### src/rtl/bus_sizer_pkg.sv
package bus_sizer_pkg;

    localparam int OPW  = 32;             // operand width
    localparam int BUSW = 16;             // external data bus width
    localparam int REMW = 3;              // remaining-byte counter width (0..4)

    localparam logic [1:0] SZ_BYTE   = 2'b01;
    localparam logic [1:0] SZ_WORD   = 2'b10;
    localparam logic [1:0] ACK_NARROW = 2'b10;

    typedef enum logic [2:0] {
        S_IDLE,
        S_REJECT,
        S_ADDR,
        S_WAIT,
        S_TERM,
        S_FAST,
        S_DONE
    } seq_state_t;

endpackage

### src/rtl/bsz_step.sv
module bsz_step
    import bus_sizer_pkg::*;
(
    input  logic [REMW-1:0] remain,
    input  logic            addr_lsb,
    input  logic            narrow,
    output logic            pair_ok,
    output logic            two
);
    always_comb begin
        pair_ok = (remain >= REMW'(2)) && !addr_lsb;
        two     = pair_ok && !narrow;
    end
endmodule

### src/rtl/bsz_datapath.sv
module bsz_datapath
    import bus_sizer_pkg::*;
(
    input  logic            clk,
    input  logic            rst_n,
    input  logic            load,
    input  logic            step,
    input  logic            pair_ok,
    input  logic            two,
    input  logic            narrow,
    input  logic            addr_lsb,
    input  logic [1:0]      size_code,
    input  logic [OPW-1:0]  wdata,
    input  logic [BUSW-1:0] din,
    output logic [BUSW-1:0] dout,
    output logic [OPW-1:0]  rdata
);
    logic [OPW-1:0] wsh;
    logic [OPW-1:0] acc;
    logic [7:0]     pick;

    always_comb begin
        pick = (narrow || !addr_lsb) ? din[15:8] : din[7:0];
        dout = pair_ok ? wsh[OPW-1 -: BUSW] : {2{wsh[OPW-1 -: 8]}};
    end

    always_ff @(posedge clk or negedge rst_n) begin
        if (!rst_n) begin
            wsh <= '0;
            acc <= '0;
        end else if (load) begin
            unique case (size_code)
                SZ_BYTE: wsh <= {wdata[7:0], 24'h0};
                SZ_WORD: wsh <= {wdata[15:0], 16'h0};
                default: wsh <= wdata;
            endcase
            acc <= '0;
        end else if (step) begin
            if (two) begin
                wsh <= {wsh[OPW-BUSW-1:0], {BUSW{1'b0}}};
                acc <= {acc[OPW-BUSW-1:0], din};
            end else begin
                wsh <= {wsh[OPW-9:0], 8'h0};
                acc <= {acc[OPW-9:0], pick};
            end
        end
    end

    assign rdata = acc;
endmodule

### src/rtl/bus_sizer.sv
module bus_sizer
    import bus_sizer_pkg::*;
#(
    parameter int AW  = 24,
    parameter int WSW = 3
) (
    input  logic            clk,
    input  logic            rst_n,
    input  logic            req_start,
    input  logic            req_write,
    input  logic [1:0]      req_size,
    input  logic [AW-1:0]   req_addr,
    input  logic [31:0]     req_wdata,
    output logic            busy,
    output logic            done,
    output logic            reject,
    output logic [31:0]     rdata,
    output logic            bus_cyc,
    output logic            bus_write,
    output logic [1:0]      bus_siz,
    output logic [AW-1:0]   bus_addr,
    output logic [15:0]     bus_dout,
    input  logic [15:0]     bus_din,
    input  logic [1:0]      bus_ack,
    input  logic            fast_sel,
    input  logic            fast_port8,
    input  logic [WSW-1:0]  fast_wait
);
    seq_state_t      state, nxt;
    logic [AW-1:0]   addr;
    logic [REMW-1:0] remain, remain_nx, n_bytes;
    logic            wr, fast_narrow;
    logic [WSW-1:0]  wcnt;
    logic            misalign, ack_seen, narrow, step, load;
    logic            pair_ok, two;

    always_comb begin
        misalign  = (req_size != SZ_BYTE) && req_addr[0];
        n_bytes   = (req_size == SZ_BYTE) ? REMW'(1) :
                    (req_size == SZ_WORD) ? REMW'(2) : REMW'(4);
        ack_seen  = (bus_ack != 2'b00);
        narrow    = (state == S_FAST) ? fast_narrow : (bus_ack == ACK_NARROW);
        step      = ((state == S_WAIT) && ack_seen) ||
                    ((state == S_FAST) && (wcnt == '0));
        load      = (state == S_IDLE) && req_start && !misalign;
        remain_nx = remain - (two ? REMW'(2) : REMW'(1));
    end

    bsz_step u_step (
        .remain   (remain),
        .addr_lsb (addr[0]),
        .narrow   (narrow),
        .pair_ok  (pair_ok),
        .two      (two)
    );

    bsz_datapath u_dp (
        .clk       (clk),
        .rst_n     (rst_n),
        .load      (load),
        .step      (step),
        .pair_ok   (pair_ok),
        .two       (two),
        .narrow    (narrow),
        .addr_lsb  (addr[0]),
        .size_code (req_size),
        .wdata     (req_wdata),
        .din       (bus_din),
        .dout      (bus_dout),
        .rdata     (rdata)
    );

    // state register
    always_ff @(posedge clk or negedge rst_n) begin
        if (!rst_n) state <= S_IDLE;
        else        state <= nxt;
    end

    // next state
    always_comb begin
        nxt = state;
        unique case (state)
            S_IDLE:   if (req_start) nxt = misalign ? S_REJECT : S_ADDR;
            S_REJECT: nxt = S_IDLE;
            S_ADDR:   nxt = fast_sel ? S_FAST : S_WAIT;
            S_WAIT:   if (ack_seen) nxt = S_TERM;
            S_TERM:   nxt = (remain == '0) ? S_DONE : S_ADDR;
            S_FAST:   if (wcnt == '0) nxt = (remain_nx == '0) ? S_DONE : S_ADDR;
            S_DONE:   nxt = S_IDLE;
            default:  nxt = S_IDLE;
        endcase
    end

    // transfer bookkeeping registers
    always_ff @(posedge clk or negedge rst_n) begin
        if (!rst_n) begin
            addr        <= '0;
            remain      <= '0;
            wr          <= 1'b0;
            wcnt        <= '0;
            fast_narrow <= 1'b0;
        end else begin
            if (load) begin
                addr   <= req_addr;
                remain <= n_bytes;
                wr     <= req_write;
            end
            if (state == S_ADDR) begin
                wcnt        <= fast_wait;
                fast_narrow <= fast_port8;
            end else if ((state == S_FAST) && (wcnt != '0)) begin
                wcnt <= wcnt - WSW'(1);
            end
            if (step) begin
                addr   <= addr + (two ? AW'(2) : AW'(1));
                remain <= remain_nx;
            end
        end
    end

    // outputs
    always_comb begin
        bus_cyc   = (state == S_ADDR) || (state == S_WAIT) || (state == S_FAST);
        busy      = (state != S_IDLE);
        done      = (state == S_DONE);
        reject    = (state == S_REJECT);
        bus_write = wr;
        bus_siz   = remain[1:0];
        bus_addr  = addr;
    end
endmodule

### config.mk
export PLATFORM = sky130hd
export DESIGN_NAME = bus_sizer
export DESIGN_NICKNAME = d
export VERILOG_FILES = /design/src/rtl/bus_sizer_pkg.sv /design/src/rtl/bsz_step.sv /design/src/rtl/bsz_datapath.sv /design/src/rtl/bus_sizer.sv
export SDC_FILE = /design/constraint.sdc
export NUM_CORES = 1
export LEC_CHECK = 0
export BUFFER_PORTS_ARGS = -buffer_cell sky130_fd_sc_hd__buf_4
export CORE_MARGIN = 2
export CORE_UTILIZATION = 35
export DETAILED_ROUTE_END_ITERATION = 8
export PLACE_DENSITY = 0.58
export REMOVE_ABC_BUFFERS = 1
export SLEW_MARGIN = 20
export SYNTH_ARGS = -nofsm -noshare
export SYNTH_HDL_FRONTEND = slang
export SYNTH_SLANG_ARGS = --single-unit
export TNS_END_PERCENT = 1
### constraint.sdc
create_clock -name clk -period 2.82 [get_ports clk]
set_clock_uncertainty 0.15 [all_clocks]
set_input_delay 0.423 -clock clk [delete_from_list [all_inputs] [get_ports clk]]
set_output_delay 0.423 -clock clk [all_outputs]
set_load 0.02 [all_outputs]
==> reports/summary.txt, run 1 <==
static leakage -> 0.00342 uW
maximum vdd ir drop -> 0.000378 V
critical path data required time -> 2.90 ns
placed instance area -> 0.00714 mm^2
DR iter-0 viols -> 363
gpl congestion -> 0.912
CTS Buffer Depth -> 2
Post-CTS Setup Bufs -> 0
Final #Nets -> 872
H-tree Lvls -> 3
share of layout cells above drive strength 1 -> 33.1%
critical-path cell list -> buf_4 > nand2b_1 > o22ai_1 > nand2_4 > nand2_1 > o21ai_0 > a211o_1
CTS Sinks -> 99
Post-synth EDFFs -> 0
vias in the first global route -> 5445
largest net degree at the start of global routing -> 46
peak fanout along the critical path -> 16
Num CTS Buffers -> 9
clock transition at the registers of the reported paths -> 0.07 ns
Finished Layout Cells -> 999
Core Util, Final -> 46.5%
Clock Power Share -> 16.1%
Logic pwr share -> 49.3%
I/O Buffers -> 163
number of distinct library cells after synthesis -> 58
CORE AREA -> 0.0159 mm^2
grt total ovfl -> 0
fmax -> 384 MHz
outcome -> complete, no violations
first-pass GRT wire length -> 28500 um
Switching Fraction -> 43.7%
initial antenna violation count -> 0
RSZ-0062 raised after global routing -> no
syn_area_per_cell -> 8.86 um^2
Psw -> 3110 uW
Post-synth ARST share -> 100%
peak per-stage delay on the critical path -> 0.47 ns
Hold/Removal Path Class -> in2reg
max cap viols -> 0
design area -> 0.00742 mm^2
Clock Latency Late Sink -> 0.35 ns
highest-delay cell along the critical path -> o22ai_1
Ys Warns -> 0
Seq pwr share -> 34.6%
die footprint -> 0.0174 mm^2
most frequent cells in the layout -> buf_4 (183), nand2_1 (142), dfrtp_1 (98)
final wirelength -> 17300 um
1st-pass router iterations -> 5
Layout fillers -> 1556
Seq cells post-synth -> 99
die height -> 132 um
via count -> 5512
area delta synth->final -> 29.9%
synthesized cell area -> 0.00571 mm^2
Antenna Violating Nets Remaining -> 0
clock root cell -> clkbuf_16
DRC -> 0
fin crit share -> 92.4%
n_diodes -> 0
commonest non-fill, non-tap cell in the layout -> buf_4
Via-to-Cell Ratio -> 5.52
crit end category -> flip-flop
Inst Count DP -> 983
Seq/Total Area, Yosys -> 43.4%
std cell rows -> 46
Post-Syn Instances -> 645
GR Util All Layers -> 20.1%
startpoint types -> flip-flop
Slew @ Worst Pin -> 0.711 ns
Initial Util -> 35.8%
P_int -> 4020 uW
TNS Setup -> 0 ns
total chip power -> 7130 uW
hpwl dp -> 12100 um
Die Width -> 132 um
Final Hold Fails -> 0
pins over their slew limit -> 0
crit path DAT -> 2.69 ns
final setup fails -> 0
CTS tree -> done
Power Density -> 961 mW/mm^2
post-DR wirelength/cell -> 17.3 um
top cell type's share of synthesized area -> 43.4%
Area contributors post-synth -> dfrtp_1 (43%), nand2_1 (9.4%), a31o_2 (4.9%)
cell accounting for the most synthesized area -> dfrtp_1
most used flip-flop cell after synthesis -> dfrtp_1
num ports -> 164
relative slew slack -> 52.6%
minimum clock period -> 2.61 ns
critical path type -> reg2reg
-- power by group through the flow --
| stage | combinational [uW] | clock [uW] | sequential, uW |
|---|---|---|---|
| floorplan | 1670 | 0 | 2740 |
| global placement | 3470 | 0 | 2460 |
| detailed placement | 3530 | 0 | 2480 |
| CTS | 3540 | 1180 | 2460 |
| global route | 3830 | 1240 | 2550 |
| finish | 3510 | 1150 | 2470 |
-- cells by family (layout without fill, tap and decap cells) --
kind of cell               after synthesis  in the layout  synth area share, %
adders and majority gates                8              8                 1.88
xor gates and xnor gates                 6              6                0.920
and+or+nand+nor                        226            226                 17.9
muxes                                   19             19                 3.55
DFF                                     99             99                 43.4
buffers and inverters                   76            214                 6.35
AOI/OAI and AO/OA                      211            211                 26.0
-- metal layers --
layer | global-route usage (%) | vias to the layer above | share of wire [%]
met5 | 0 | - | 0
met4 | 5.56 | 0 | 1.2
met3 | 3.31 | 15 | 5.4
met2 | 34.1 | 188 | 48
met1 | 26.5 | 2717 | 45
li1 | - | 2592 | -
-- state kept, by name (all words and copies together), names as in the netlist --
signal and flops:
bus_addr 24, bus_write 1, fast_narrow 1, remain 3, state 3, u_dp.rdata 32, u_dp.wsh 32, wcnt 3
-- path summary, 6_finish.rpt --
kind	startpoint	slack, ns	depth (start not counted)	to
worst min-delay path	fast_wait[2]	0.13	3	wcnt[2]
worst max register to register	state[2]	0.21	7	remain[2]
max in group asynchronous	rst_n	1.38	3	state[0]
worst min register to register	bus_addr[23]	0.34	1	bus_addr[23]
min in group asynchronous	rst_n	0.48	2	u_dp.wsh[26]
worst max-delay path	state[2]	0.21	7	remain[2]
-- worst max-delay path, delay by kind of cell, from the launching register on --
family                 cells  cell delay (ns)
AO/OA/AOI/OAI              3             0.92
buffers and inverters      1             0.19
flip-flops                 1             0.46
AND/OR/NAND/NOR            3             0.77
-- metrics by stage --
step,hold WS [ns],setup slack (ns)
2_1_floorplan,-0.0226,-1.21
3_3_place_gp,0.306,0.211
3_5_place_dp,0.301,0.0904
4_1_cts,0.113,0.0807
5_1_grt,0.144,0.0128
6_report,0.125,0.214
-- synth_stat cells, types with 3 or more instances --
| cell type | count |
|---|---|
| a211oi_1 | 4 |
| a21oi_1 | 52 |
| a221o_1 | 20 |
| a22o_1 | 8 |
| a22oi_1 | 19 |
| a311oi_1 | 4 |
| a31o_2 | 32 |
| a31oi_1 | 3 |
| and3_1 | 5 |
| buf_1 | 3 |
| buf_2 | 17 |
| buf_4 | 13 |
| clkbuf_1 | 31 |
| dfrtp_1 | 99 |
| ha_1 | 7 |
| inv_1 | 10 |
| mux2_2 | 10 |
| mux2i_1 | 9 |
| nand2_1 | 143 |
| nand2b_1 | 4 |
| nand3_1 | 6 |
| nand4_1 | 6 |
| nor2_1 | 35 |
| nor3_1 | 5 |
| nor3b_1 | 3 |
| nor4_1 | 4 |
| o211ai_1 | 4 |
| o21ai_0 | 34 |
| o22ai_1 | 11 |
| o311ai_0 | 6 |
| xnor2_1 | 3 |
| xor2_1 | 3 |
-- cell type report --
| type | instances | area (um^2) | area share (%) |
|---|---|---|---|
| Multi-Input combinational cell | 470 | 2900 | 39.1 |
| Sequential cell | 99 | 2480 | 33.4 |
| Timing Repair Buffer | 188 | 1460 | 19.7 |
| Tap cell | 216 | 270 | 3.64 |
| Clock buffer | 12 | 246 | 3.32 |
| Inverter | 11 | 41.3 | 0.556 |
| Clock inverter | 3 | 15.0 | 0.202 |
-- repair_timing --
item                                    in CTS  in global routing
endpoints found under the setup margin       0                 13
hold buffers                                 1                  0
gates resized for setup                      0                  5
endpoints found under the hold margin       41                  0
No activity file was read; power rests on OpenSTA's default activity.
==> run 2, diff against run 1 <==
--- a/config.mk
+++ b/config.mk
@@ -8,11 +8,13 @@
 export BUFFER_PORTS_ARGS = -buffer_cell sky130_fd_sc_hd__buf_4
 export CORE_MARGIN = 2
 export CORE_UTILIZATION = 35
+export CTS_CLUSTER_SIZE = 30
 export DETAILED_ROUTE_END_ITERATION = 8
-export PLACE_DENSITY = 0.58
+export PLACE_DENSITY = 0.57
 export REMOVE_ABC_BUFFERS = 1
 export SLEW_MARGIN = 20
 export SYNTH_ARGS = -nofsm -noshare
 export SYNTH_HDL_FRONTEND = slang
+export SYNTH_HIERARCHICAL = 1
 export SYNTH_SLANG_ARGS = --single-unit
 export TNS_END_PERCENT = 1
==> reports/summary.txt, run 2 <==
outcome -> complete, no violations
critical path type -> reg2reg
Power Density -> 1160 mW/mm^2 (+21%)
static leakage -> 0.00350 uW (+2.3%)
CP most frequent cell -> buf_6
final wirelength -> 17800 um (+3.2%)
WHS -> 0.115 ns (-0.0102 ns)
Reg area -> 0.00248 mm^2 (about the same)
Final Hold Fails -> 0 (unchanged)
syn_area_per_cell -> 9.93 um^2 (+12%)
number of distinct library cells after synthesis -> 70 (+21%)
CTS Buffer Depth -> 2 (unchanged)
Multi-input gate area -> 0.00306 mm^2 (+5.5%)
Seq cells post-synth -> 99 (unchanged)
first-pass GRT wire length -> 28500 um (unchanged)
crit path DAT -> 2.88 ns (+0.19 ns)
commonest non-fill, non-tap cell in the layout -> buf_4
Commonest cells post-synth -> dfrtp_1 (99), nor2_1 (67), mux2i_1 (42)
relative slew slack -> 63.1% (+11 points)
post-DR wirelength/cell -> 18.2 um (+5.3%)
hpwl dp -> 12600 um (+3.8%)
maximum vdd ir drop -> 0.000477 V (+26%)
initial antenna violation count -> 0 (unchanged)
Layout fillers -> 1633 (+4.9%)
Post-synth EDFFs -> 0 (unchanged)
critical-path cell list -> nand3b_1 > nand3b_1 > o21ai_2 > nor3_4 > inv_2 > buf_6 > fa_2 > nand4b_4 > buf_6 > nor3_4 > buf_6 > a311oi_2 > nor3_1
gpl congestion -> 0.833 (-8.6%)
die height -> 134 um (+2.0%)
final setup fails -> 0 (unchanged)
peak fanout along the critical path -> 4 (-12)
Die Width -> 134 um (+2.0%)
die footprint -> 0.0181 mm^2 (+4.1%)
Antenna Violating Nets Remaining -> 0 (unchanged)
Core Util, Final -> 46.9% (+0.34 points)
Via-to-Cell Ratio -> 5.49 (-0.49%)
pins over their slew limit -> 0 (unchanged)
H-tree Lvls -> 3 (unchanged)
grt total ovfl -> 0 (unchanged)
via count -> 5375 (-2.5%)
Ys Warns -> 6 (+6)
DR iter-0 viols -> 388 (+6.9%)
I/O Buffers -> 163 (unchanged)
1st-pass router iterations -> 7 (+2)
Clock Latency Late Sink -> 0.35 ns (about the same)
largest net degree at the start of global routing -> 49 (+6.5%)
cell accounting for the most synthesized area -> dfrtp_1
Post-synth ARST share -> 100% (unchanged)
Seq/Total Area, Yosys -> 41.6% (-1.7 points)
critical path data required time -> 2.94 ns (+0.04 ns)
Initial Util -> 35.9% (+0.057 points)
GR Util All Layers -> 19.8% (-0.23 points)
max cap viols -> 0 (unchanged)
Area contributors post-synth -> dfrtp_1 (42%), mux2i_1 (7.1%), nor2_1 (4.2%)
fin crit share -> 97.9% (+5.5 points)
DRC -> 0 (unchanged)
CTS tree -> done
area delta synth->final -> 30.6%
share of layout cells above drive strength 1 -> 34.1% (+1.0 points)
std cell rows -> 47 (+2.2%)
synthesized cell area -> 0.00595 mm^2 (+4.2%)
top cell type's share of synthesized area -> 41.6% (-1.7 points)
CTS Sinks -> 99 (unchanged)
highest-delay cell along the critical path -> dfrtp_1
vias in the first global route -> 5292 (-2.8%)
startpoint types -> flip-flop
most frequent cells in the layout -> buf_4 (193), dfrtp_1 (99), nor2_1 (67)
clock transition at the registers of the reported paths -> 0.07 ns (about the same)
Post-Syn Instances -> 599 (-7.1%)
RSZ-0062 raised after global routing -> yes
n_diodes -> 0 (unchanged)
Final #Nets -> 850 (-2.5%)
most frequent cell after synthesis -> dfrtp_1
peak per-stage delay on the critical path -> 0.38 ns (-0.09 ns)
CORE AREA -> 0.0166 mm^2 (+4.0%)
num ports -> 164 (unchanged)
fmax -> 362 MHz (-5.6%)
cells on worst reg2reg path -> 13 (+6)
Slew @ Worst Pin -> 0.552 ns (-0.159 ns)
crit end category -> flip-flop
most used flip-flop cell after synthesis -> dfrtp_1
minimum clock period -> 2.76 ns (+0.155 ns)
TNS Setup -> 0 ns (unchanged)
Hold/Removal Path Class -> in2reg
Min-Delay Path Depth -> 3 (unchanged)
clock root cell -> clkbuf_16
Num CTS Buffers -> 9 (unchanged)
run 2: cell count changes after synthesis, sizes merged, moves of 9 or more:
| cell | before | now |
|---|---|---|
| nand2 | 144 | 38 |
| a21oi | 53 | 5 |
| nor2 | 35 | 69 |
| mux2i | 9 | 42 |
| a31o | 32 | 0 |
| a211oi | 4 | 32 |
| clkbuf | 31 | 11 |
| a221o | 20 | 5 |
| a221oi | 2 | 16 |
| buf | 34 | 47 |
| a311oi | 4 | 15 |
| nand3b | 1 | 11 |
| a22oi | 19 | 10 |
run 2: what timing repair did:
item                                   CTS  global route
hold buffers                             1             0
endpoints found under the hold margin   28             0
resized for setup                        6            11
setup endpoints to repair               29            39
pin swaps                                7            10
buffers inserted                         2             1
run 2: final timing paths:
| kind | slack (ns) | end | from |
|---|---|---|---|
| max | 0.06 | bus_addr[10] | state[1] |
| min | 0.12 | bus_write | req_write |
| max reg2reg | 0.06 | bus_addr[10] | state[1] |
| min reg2reg | 0.33 | bus_write | bus_write |
| max in group asynchronous | 1.46 | u_dp/rdata[9] | rst_n |
| min in group asynchronous | 0.39 | u_dp/wsh[20] | rst_n |
run 2: logic make-up (layout without fill, tap and decap cells):
kind of cell             count (synthesis)  in the layout  share of synthesized area, %
multiplexers                            52             52                          8.96
flip-flops                              99             99                          41.6
buffers and inverters                   78            238                          7.76
adder cells (fa/ha/maj)                 11             11                          2.57
AND/OR/NAND/NOR                        187            187                          16.7
XOR/XNOR                                 3              3                         0.442
AO/OA/AOI/OAI                          169            169                          22.0
run 2: layer usage:
layer,part of all wire (%),global-route usage (%)
met3,5.2,3.93
met4,1.4,5.38
met1,45,26.9
met5,0,0
met2,49,32.4
run 2: layout make-up:
type | count | area share (%)
Timing Repair Buffer | 202 | 20.3
Sequential cell | 99 | 31.9
Tap cell | 220 | 3.54
Clock buffer | 10 | 3.07
Inverter | 20 | 0.998
Clock inverter | 6 | 0.837
Multi-Input combinational cell | 422 | 39.4
run 2: metrics by stage:
stage / setup WS [ns] / power, uW / std cells / area, um^2
after global placement: -0.194 / 7570 / 960 / 7380
after floorplan: -3.62 / 5710 / 541 / 5570
after CTS: -0.00329 / 9050 / 979 / 7730
final: 0.0587 / 9020 / 979 / 7770
after detailed placement: -0.249 / 7700 / 960 / 7380
after global routing: -0.125 / 9670 / 979 / 7770
run 2: power breakdown:
group          switching [uW]  internal [uW]  leakage, uW
Clock                     573            713     0.000148
Combinational            2730           2260      0.00209
Sequential                670           2070      0.00126
run 2: critical path, delay by kind of cell (launching register included):
kind            cells  cell delay, ns
simple gates        6            1.13
buf+inv             4            0.48
flops               1            0.38
fa+ha+maj           1            0.36
compound gates      2            0.19
